## src/rtl/cmdq_pkg.sv

```systemverilog
// Package: shared constants and the mode type for the triggered command queue.
// Bit indices are LSB-numbered positions inside the 16-bit control word.
package cmdq_pkg;
    localparam int CFG_W   = 16;
    localparam int ARM_IDX = 10;
    localparam int INV_IDX = 9;
    localparam int MODE_LO = 4;
    localparam int MODE_W  = 4;

    typedef enum logic [MODE_W-1:0] {
        MODE_OFF     = 4'd0,
        MODE_SW      = 4'd1,
        MODE_GATE_LO = 4'd2,
        MODE_GATE_HI = 4'd3
    } qmode_e;

    localparam logic [MODE_W-1:0] MODE_MAX = 4'd3;
endpackage

```

## src/rtl/cmdq_sync.sv

```systemverilog
// Module: multi-stage level synchronizer for the asynchronous trigger input.
// Assumes: STAGES >= 2; output is the input delayed by STAGES rising edges.
module cmdq_sync #(
    parameter int STAGES = 2
) (
    input  logic clk,
    input  logic rst_n,
    input  logic d_async,
    output logic q_sync
);
    logic [STAGES-1:0] chain;

    // Shift the raw level through the flop chain, cleared by reset.
    always_ff @(posedge clk) begin
        if (!rst_n) begin
            chain <= '0;
        end else begin
            chain <= {chain[STAGES-2:0], d_async};
        end
    end

    assign q_sync = chain[STAGES-1];
endmodule

```

## src/rtl/cmdq_fifo.sv

```systemverilog
// Module: circular command store with push/transfer pointers and a level counter.
// Assumes: the caller issues wr_en only when not full (judged before any read)
// and rd_en only when not empty; flush overrides both and rewinds the pointers.
module cmdq_fifo #(
    parameter  int DEPTH  = 4,
    parameter  int DATA_W = 32,
    localparam int PTR_W  = (DEPTH > 1) ? $clog2(DEPTH) : 1,
    localparam int CNT_W  = $clog2(DEPTH + 1)
) (
    input  logic              clk,
    input  logic              rst_n,
    input  logic              wr_en,
    input  logic [DATA_W-1:0] wr_data,
    input  logic              rd_en,
    input  logic              flush,
    output logic [DATA_W-1:0] rd_data,
    output logic [CNT_W-1:0]  count
);
    logic [DATA_W-1:0] slots [DEPTH];
    logic [PTR_W-1:0]  push_ptr;
    logic [PTR_W-1:0]  take_ptr;

    function automatic logic [PTR_W-1:0] ptr_inc(input logic [PTR_W-1:0] p);
        return (p == PTR_W'(DEPTH - 1)) ? '0 : p + PTR_W'(1);
    endfunction

    // Store the pushed word in the slot the push pointer names.
    always_ff @(posedge clk) begin
        if (wr_en && !flush) begin
            slots[push_ptr] <= wr_data;
        end
    end

    // Advance or rewind the pointers and track the number of held entries.
    always_ff @(posedge clk) begin
        if (!rst_n || flush) begin
            push_ptr <= '0;
            take_ptr <= '0;
            count    <= '0;
        end else begin
            if (wr_en) begin
                push_ptr <= ptr_inc(push_ptr);
            end
            if (rd_en) begin
                take_ptr <= ptr_inc(take_ptr);
            end
            count <= count + CNT_W'(wr_en) - CNT_W'(rd_en);
        end
    end

    assign rd_data = slots[take_ptr];
endmodule

```

## src/rtl/cmdq_cfg.sv

```systemverilog
// Module: control register holding the mode, the armed flag and the illegal-write flag.
// Assumes: scan_end is asserted by the caller in the cycle a transfer takes the
// last held entry with no push stored; the action bits act only on cfg_we.
module cmdq_cfg
    import cmdq_pkg::*;
(
    input  logic             clk,
    input  logic             rst_n,
    input  logic             cfg_we,
    input  logic [CFG_W-1:0] cfg_wdata,
    input  logic             scan_end,
    output qmode_e           mode,
    output logic             armed,
    output logic             illegal,
    output logic             flush,
    output logic [CFG_W-1:0] rd_word
);
    logic [MODE_W-1:0] req_mode;
    logic              mode_ok;
    qmode_e            mode_nx;
    logic              arm_req;
    logic              armed_nx;
    logic              refuse;
    logic              unused_bits;

    assign req_mode    = cfg_wdata[MODE_LO +: MODE_W];
    assign arm_req     = cfg_we && cfg_wdata[ARM_IDX];
    assign flush       = cfg_we && cfg_wdata[INV_IDX];
    assign unused_bits = ^{cfg_wdata[CFG_W-1:ARM_IDX+1], cfg_wdata[INV_IDX-1:MODE_LO+MODE_W],
                           cfg_wdata[MODE_LO-1:0]};

    // Decide whether the requested mode obeys the transition rule.
    always_comb begin
        mode_ok = (req_mode == mode) || (req_mode == MODE_OFF) ||
                  ((mode == MODE_OFF) && !armed && (req_mode <= MODE_MAX));
    end

    // Select the mode in force after this cycle's write.
    always_comb begin
        mode_nx = mode;
        if (cfg_we && mode_ok) begin
            mode_nx = qmode_e'(req_mode);
        end
    end

    // Flag a refused mode or a flush requested in the middle of a scan.
    always_comb begin
        refuse = cfg_we && (!mode_ok || (cfg_wdata[INV_IDX] && armed));
    end

    // Arm on request only when idle in a scan mode; disarm at scan end or disable.
    always_comb begin
        if (mode_nx == MODE_OFF) begin
            armed_nx = 1'b0;
        end else if (armed) begin
            armed_nx = !scan_end;
        end else begin
            armed_nx = arm_req;
        end
    end

    // Register the mode, the armed flag and the sticky illegal flag.
    always_ff @(posedge clk) begin
        if (!rst_n) begin
            mode    <= MODE_OFF;
            armed   <= 1'b0;
            illegal <= 1'b0;
        end else begin
            mode    <= mode_nx;
            armed   <= armed_nx;
            illegal <= illegal || refuse;
        end
    end

    // Compose the read value: mode field only, action and reserved bits as zero.
    always_comb begin
        rd_word = '0;
        rd_word[MODE_LO +: MODE_W] = mode;
    end
endmodule

```

## src/rtl/cmdq_trig_ctrl.sv

```systemverilog
// Module: top of the triggered command queue. Combines the command store, the
// control register and the trigger synchronizer, and drives the transfer port.
// Assumes: cmd_push is a one-cycle strobe per word; trig_in may be asynchronous.
module cmdq_trig_ctrl
    import cmdq_pkg::*;
#(
    parameter  int DEPTH     = 4,
    parameter  int DATA_W    = 32,
    parameter  int SYNC_STGS = 2,
    localparam int CNT_W     = $clog2(DEPTH + 1)
) (
    input  logic              clk,
    input  logic              rst_n,
    input  logic              cfg_we,
    input  logic [CFG_W-1:0]  cfg_wdata,
    output logic [CFG_W-1:0]  cfg_rdata,
    input  logic              cmd_push,
    input  logic [DATA_W-1:0] cmd_data,
    output logic              xfer_valid,
    input  logic              xfer_ready,
    output logic [DATA_W-1:0] xfer_data,
    input  logic              trig_in,
    output logic [CNT_W-1:0]  q_level,
    output logic              scan_armed,
    output logic              illegal_wr,
    output logic              overflow
);
    qmode_e mode;
    logic   trig_s;
    logic   flush;
    logic   gate_open;
    logic   take;
    logic   full;
    logic   store;
    logic   scan_end;

    cmdq_sync #(.STAGES(SYNC_STGS)) u_sync (
        .clk     (clk),
        .rst_n   (rst_n),
        .d_async (trig_in),
        .q_sync  (trig_s)
    );

    cmdq_cfg u_cfg (
        .clk       (clk),
        .rst_n     (rst_n),
        .cfg_we    (cfg_we),
        .cfg_wdata (cfg_wdata),
        .scan_end  (scan_end),
        .mode      (mode),
        .armed     (scan_armed),
        .illegal   (illegal_wr),
        .flush     (flush),
        .rd_word   (cfg_rdata)
    );

    cmdq_fifo #(.DEPTH(DEPTH), .DATA_W(DATA_W)) u_fifo (
        .clk     (clk),
        .rst_n   (rst_n),
        .wr_en   (store),
        .wr_data (cmd_data),
        .rd_en   (take),
        .flush   (flush),
        .rd_data (xfer_data),
        .count   (q_level)
    );

    // Open the release gate according to the mode and the synchronized trigger.
    always_comb begin
        unique case (mode)
            MODE_SW:      gate_open = 1'b1;
            MODE_GATE_LO: gate_open = !trig_s;
            MODE_GATE_HI: gate_open = trig_s;
            default:      gate_open = 1'b0;
        endcase
    end

    // Offer the head entry and form the push, pop and scan-end strobes.
    always_comb begin
        xfer_valid = scan_armed && (q_level != '0) && gate_open;
        take       = xfer_valid && xfer_ready;
        full       = (q_level == CNT_W'(DEPTH));
        store      = cmd_push && !full && !flush;
        scan_end   = take && (q_level == CNT_W'(1)) && !store;
    end

    // Hold the sticky overflow flag for pushes dropped at a full queue.
    always_ff @(posedge clk) begin
        if (!rst_n) begin
            overflow <= 1'b0;
        end else if (cmd_push && full && !flush) begin
            overflow <= 1'b1;
        end
    end
endmodule

```

## config.mk

```make
export PLATFORM = sky130hd
export DESIGN_NAME = cmdq_trig_ctrl
export DESIGN_NICKNAME = d
export VERILOG_FILES = /design/src/rtl/cmdq_pkg.sv /design/src/rtl/cmdq_sync.sv /design/src/rtl/cmdq_fifo.sv /design/src/rtl/cmdq_cfg.sv /design/src/rtl/cmdq_trig_ctrl.sv
export SDC_FILE = /design/constraint.sdc
export NUM_CORES = 1
export LEC_CHECK = 0
export BUFFER_PORTS_ARGS = -buffer_cell sky130_fd_sc_hd__buf_2
export CAP_MARGIN = 20
export CORE_ASPECT_RATIO = 0.7
export CORE_MARGIN = 2
export CORE_UTILIZATION = 35
export CTS_CLUSTER_SIZE = 14
export DETAILED_ROUTE_END_ITERATION = 8
export PLACE_DENSITY = 0.55
export SETUP_SLACK_MARGIN = 0.2
export SYNTH_ARGS = -nofsm -noshare
export SYNTH_HDL_FRONTEND = slang
export SYNTH_HIERARCHICAL = 1
export SYNTH_SLANG_ARGS = --single-unit
```

## constraint.sdc

```tcl
create_clock -name clk -period 2.15 [get_ports clk]
set_input_delay 0.1075 -clock clk [delete_from_list [all_inputs] [get_ports clk]]
set_output_delay 0.1075 -clock clk [all_outputs]
set_load 0.02 [all_outputs]
```

## Word-level counts from Yosys, hierarchy flattened

Memories as Yosys holds them, arrays and structs flattened. A register that Yosys moved wholly into a read port is not among the register bits.
Index checks and enable logic that the tools add are counted.

- Flip-flop bits (word level): 16
- Memory bits (writable): 128
- Logic and storage cells: 67
- Input port bits: 54
- Memories kept: 1
- Output and inout port bits: 55

Memories:

| name | depth | width | read ports | clocked after memory_dff | write ports | RTL line | RTL |
|---|---|---|---|---|---|---|---|
| u_fifo.slots | 4 | 32 | 1 | 1 | 1 | cmdq_fifo.sv:19 | `logic [DATA_W-1:0] slots [DEPTH];` |

- Reduce and logical (&&, ||, !) cells: 35
- Magnitude comparators: 1
- Bitwise logic cells: 1
- Equal/unequal tests: 8
- Multiplexer cells: 9
- Add/subtract/negate cells: 4

Operators with widths:

| kind | number |
|---|---|
| $logic_and 1x1->1 | 17 |
| $logic_not 4->1 | 3 |
| $eq 4x2->1 const B | 2 |
| $logic_not 1->1 | 8 |
| $mux 2 | 4 |
| $logic_or 1x1->1 | 5 |
| $add 2x1->2 const B | 2 |
| $eq 2x2->1 const B | 2 |
| $eq 4x1->1 const B | 1 |
| $eq 4x4->1 | 1 |
| $le 4x2->1 const B | 1 |
| $mux 4 | 1 |
| $add 3x1->3 | 1 |
| $eq 3x1->1 const B | 1 |
| $eq 3x3->1 const B | 1 |
| $mux 1 | 3 |
| $pmux 1 s3 | 1 |
| $reduce_bool 3->1 | 1 |
| $sub 3x1->3 | 1 |
| $reduce_or 2->1 | 1 |
| $not 1->1 | 1 |

## Logic depth before layout (Yosys ltp)

- Depth after elaboration: 8
- Gate-level depth with buffers: 10

## Modules after synthesis

The synthesis kept the hierarchy.

By module, submodules not included:

| module | times used | seq. area each (um^2) | area an instance (um^2) | cells an instance |
|---|---|---|---|---|
| cmdq_fifo | 1 | 4023.9 | 5107.4 | 210 |
| cmdq_cfg | 1 | 120.1 | 499.2 | 57 |
| cmdq_trig_ctrl | 1 | 20.0 | 137.6 | 16 |
| cmdq_sync | 1 | 40.0 | 52.6 | 4 |

## Worst setup path before layout

Ideal clock, no wire load.

- Path type: reg-to-reg
- Start point: register u_fifo.count[1]
- End point: memory u_fifo.slots[0][0], enable pin
- Library setup time: 0.392 ns
- Data required time: 1.758 ns
- Buffers on the path: 0
- Cell stages (with the launch flop): 5
- Slack: -0.208 ns
- Arrival time: 1.966 ns
- Path through: dfxtp_1 -> nor2_1 -> a21oi_1 -> nor2b_1 -> and2_1

- Word-level cells in the longest chain between the ends: 7

RTL lines:

| what | RTL line | RTL |
|---|---|---|
| from (decl) | cmdq_fifo.sv:17 | `output logic [CNT_W-1:0] count` |
| from (signal assigned) | cmdq_fifo.sv:47 | `count <= count + CNT_W'(wr_en) - CNT_W'(rd_en);` |
| $eq 3x3->1 | cmdq_trig_ctrl.sv:82 | `full = (q_level == CNT_W'(DEPTH));` |
| $logic_not 1->1 | cmdq_trig_ctrl.sv:83 | `store = cmd_push && !full && !flush;` |
| $logic_and 1x1->1 (2 in a row) | cmdq_trig_ctrl.sv:83 |  |
| named net store | cmdq_trig_ctrl.sv:34 | `logic store;` |
| $logic_and 1x1->1 | cmdq_fifo.sv:29 | `if (wr_en && !flush) begin` |
| $mux 1 | cmdq_fifo.sv:29 |  |
| $mux 1 (implied by the code) | cmdq_fifo.sv:30 | `slots[push_ptr] <= wr_data;` |
| to (decl) | cmdq_fifo.sv:19 |  |

The timed path passes the listed nets, and every way through them passes these cells.

## Worst setup path in the final report

- Start point: register u_fifo.count[1]
- End point: register u_fifo.count[2]

- Elaborated cells on any way between the ends: 10

RTL lines:

| what | RTL line | RTL |
|---|---|---|
| $reduce_bool 3->1 | cmdq_trig_ctrl.sv:80 | `xfer_valid = scan_armed && (q_level != '0) && gate_open;` |
| $logic_and 1x1->1 (2 in a row) | cmdq_trig_ctrl.sv:80 |  |
| $logic_and 1x1->1 | cmdq_trig_ctrl.sv:81 | `take = xfer_valid && xfer_ready;` |
| named net take | cmdq_trig_ctrl.sv:32 | `logic take;` |
| $sub 3x1->3 | cmdq_fifo.sv:47 |  |

The timed path passes the listed nets, and every way through them passes these cells.
A chain may end at the register's enable or synchronous reset.

==> summary.md <==
| Metric | Value |
|---|---|
| Outcome | finished, final reports clean |
| Pre-antenna DRT Iters | 4 |
| Final std cells w/o fill | 680 |
| Yosys top cell area share | about two thirds |
| Tcrit/Tclk final | about 93% |
| Seq/Total Area, Yosys | 72.5% |
| Met2 Wirelength | roughly 5.3 mm |
| Syn Inst Count | between 200 and 300 |
| Die footprint | around 18000 um2 |
| Nets | roughly 500 |
| HP Class | primary input to flip-flop |
| Synth Area in Compound Gates | ~1.7% |
| Mux cell area share after synthesis | a little over an eighth |
| Area grow syn2layout | 31.8% |
| Fin Hold WS | 59.8 ps |
| Period minus WS final | approximately 2000 ps |
| Metal3 WL | slightly below 600 um |
| Pre-CTS setup slack | around 72 ps |
| Commonest non-fill, non-tap cell in the layout | edfxtp_1 |
| Fraction of layout cells with a size suffix above 1 | a little over two fifths |
| WHS Path Cells | 3 |
| CTS tree | yes |
| Slew Viols, Final | 0 |
| Metal-1 WL | 5.00 mm |
| CP max stage delay | ~350 ps |
| Vias per cell | about 4.6 |
| Sink Count | approximately 150 |
| Slowest-stage cell, CP | dfxtp_4 |
| Max capacitance violation total | 0 |
| Antenna violations before repair | 0 |
| Clock skew | around 8 ps |
| Crit path DAT | about 2300 ps |
| Final setup viols | 0 |
| Post-synthesis simple-gate area fraction | between 4 and 5% |
| Flops & latches, synth | roughly 150 |
| Total CTS buffers | 17 |
| Crit-path cells | o311ai_4 > nor3_4 > ha_1 > inv_1 > ha_1 > inv_1 > fa_2 > xnor3_1 > nor2_1 |
| Tot GR Track Use | 13.4% |
| Ranking of synthesized cells by area | edfxtp_1, mux4_2, dfxtp_1, buf_4, ha_1 |
| Antenna-violating nets left | 0 |
| # IOs | between 100 and 150 |
| GR Overflow Total | 0 |
| FMAX | 0.502 GHz |
| Max Used Layer | met4 |
| First-pass GRT wire length | between 15 and 20 mm |
| Placement Cell Area | approximately 6600 um2 |
| Fill count | between 1k and 1.5k |
| Hold Vio Cnt, Final | 0 |
| Later-pin clock latency in the skew report | between 400 and 500 ps |
| Dpl cells | ~600 |
| Post-layout power | approximately 6.4 mW |
| Largest net degree at the start of global routing | 21 |
| Post-route cell area | between 7000 and 8000 um2 |
| Distinct cells, synth | between 40 and 50 |
| Row Count | 39 |
| Placeable Area | between 15000 and 20000 um2 |
| Worst VDD drop | 0.444 mV |
| CP Launch Type | flip-flop |
| Synth area leader | edfxtp_1 |
| Vias in the first global route | 3198 |
| Antenna diodes | 0 |
| Avg Inst Size Synth | roughly 20 um2 |
| Required @ worst endpoint | 2440 ps |
| Total Routed Length | roughly 11 mm |
| Warnings, synthesis | 6 |
| Critical Path End Type | flip-flop |
| Combinational family with the most area after synthesis | multiplexers |
| DR WL/cell | about 16 um |
| Max clock buf depth | 2 |
| Syn Std Cell Area | 5800 um2 |
| Routability cong. | ~0.86 |
| Setup CP Type | flip-flop to flip-flop |
| Final WS setup | around 160 ps |
| Xor and xnor area share after synthesis | under 10% |
| Vert. Die Dim | approximately 110 um |
| # port buffers | 86 |
| Register area | around 4200 um2 |
| Vias | around 3.1k |
| Fraction of the mapped netlist area in adder cells | under 10% |
| Setup TNS | 0 ps |
| Worst R2R Path Depth | 9 |
| Starting Density | between 30% and 40% |
| Pwr dens | around 830 nW/um2 |
| Root Buffer | clkbuf_16 |
| DR iter-0 viols | 200 |
| Area of the multi-input gates | 1450 um2 |
| Core Util, Final | about 47% |
| Final HPWL DP | 7.03 mm |
| Remaining DRCs | 0 |
| H-tree depth | 4 |
| Die Wd | about 160 um |
| RSZ-0062 raised after global routing | yes |
| Commonest non-fill, non-tap cells in the layout | edfxtp_1, buf_2, dlygate4sd3_1, mux4_2, clkbuf_16 |
| Lkg Pwr | between 2 and 3 nW |
| Crit Path Max Fanout | 2 |
| Clk slew on worst S/H paths | 60 ps |
[power breakdown]
| group | leakage, nW | internal [mW] | switching [mW] |
|---|---|---|---|
| Clock | 0.253 | 1.59 | 1.11 |
| Sequential | 1.32 | 3.16 | 0.0272 |
| Combinational | 1.15 | 0.225 | 0.267 |
[area by class of cell]
cell class | count | area share, %
clock buffers | 19 | 5.67
clock inverters | 13 | 1.46
inverters | 8 | 0.393
multi-input cells | 120 | 18.9
flip-flops and latches | 146 | 55.3
well taps | 225 | 3.68
repair buffers | 149 | 14.6
[registers in the layout (all words and copies together), names as in the netlist, named ones only]
register and flops:
u_fifo/slots 128, u_cfg/mode 4, u_fifo/count 3, u_fifo/push_ptr 2, u_fifo/take_ptr 2, u_sync/chain 2, overflow 1, u_cfg/armed 1
u_cfg/illegal 1
[kinds of logic (layout without fill, tap and decap cells)]
logic type | Yosys count | count (layout)
buffers and inverters | 32 | 189
xor gates and xnor gates | 6 | 6
other | 1 | 12
and+or+nand+nor | 44 | 44
AOI/OAI and AO/OA | 12 | 12
muxes | 38 | 38
adders and majority gates | 8 | 8
DFF | 146 | 146
[metal layers]
| metal | GRT usage [%] | up-vias |
|---|---|---|
| li1 | - | 1425 |
| met1 | 17.8 | 1565 |
| met2 | 20.5 | 98 |
| met3 | 4.28 | 18 |
| met4 | 5.64 | 0 |
| met5 | 0 | - |
[final timing paths]
path,startpoint,end,slack [ps]
setup / recovery,u_fifo/count[1],u_fifo/count[2],160
hold / removal,cfg_wdata[9],u_cfg/illegal,60
setup reg to reg,u_fifo/count[1],u_fifo/count[2],160
hold reg to reg,u_sync/chain[0],u_sync/chain[1],440
[Yosys cell counts (all sizes together)]
master,n
xnor3,1
nor4,3
buf,23
clkbuf,1
nand4,1
conb,1
nor2,9
nand2,10
o211a,1
nor3,2
a21oi,5
mux4,32
fa,1
a31oi,1
or3b,2
nand3,1
nor2b,3
or4,1
nor4b,1
o21ai,1
nand2b,4
dfxtp,18
mux2i,6
edfxtp,128
and2,7
o21a,1
a21boi,1
a22oi,1
inv,8
xnor2,5
o311ai,1
ha,7
[worst max-delay path: cells and delay by family, from the launching register on]
kind / cells / cell delay [ps]
flip-flops: 1 / 350
adder cells (fa/ha/maj): 3 / 750
buffers and inverters: 2 / 110
AO/OA/AOI/OAI: 1 / 330
AND/OR/NAND/NOR: 2 / 120
XOR/XNOR: 1 / 210
[timing repair]
action | 4_1_cts | 5_1_grt
endpoints found under the hold margin | 135 | 0
gates resized for setup | 8 | 4
setup buffers | 8 | 0
pin swaps | 4 | 1
hold buffers | 38 | 0
setup endpoints to repair | 22 | 24
No activity file was read; power rests on OpenSTA's default activity.
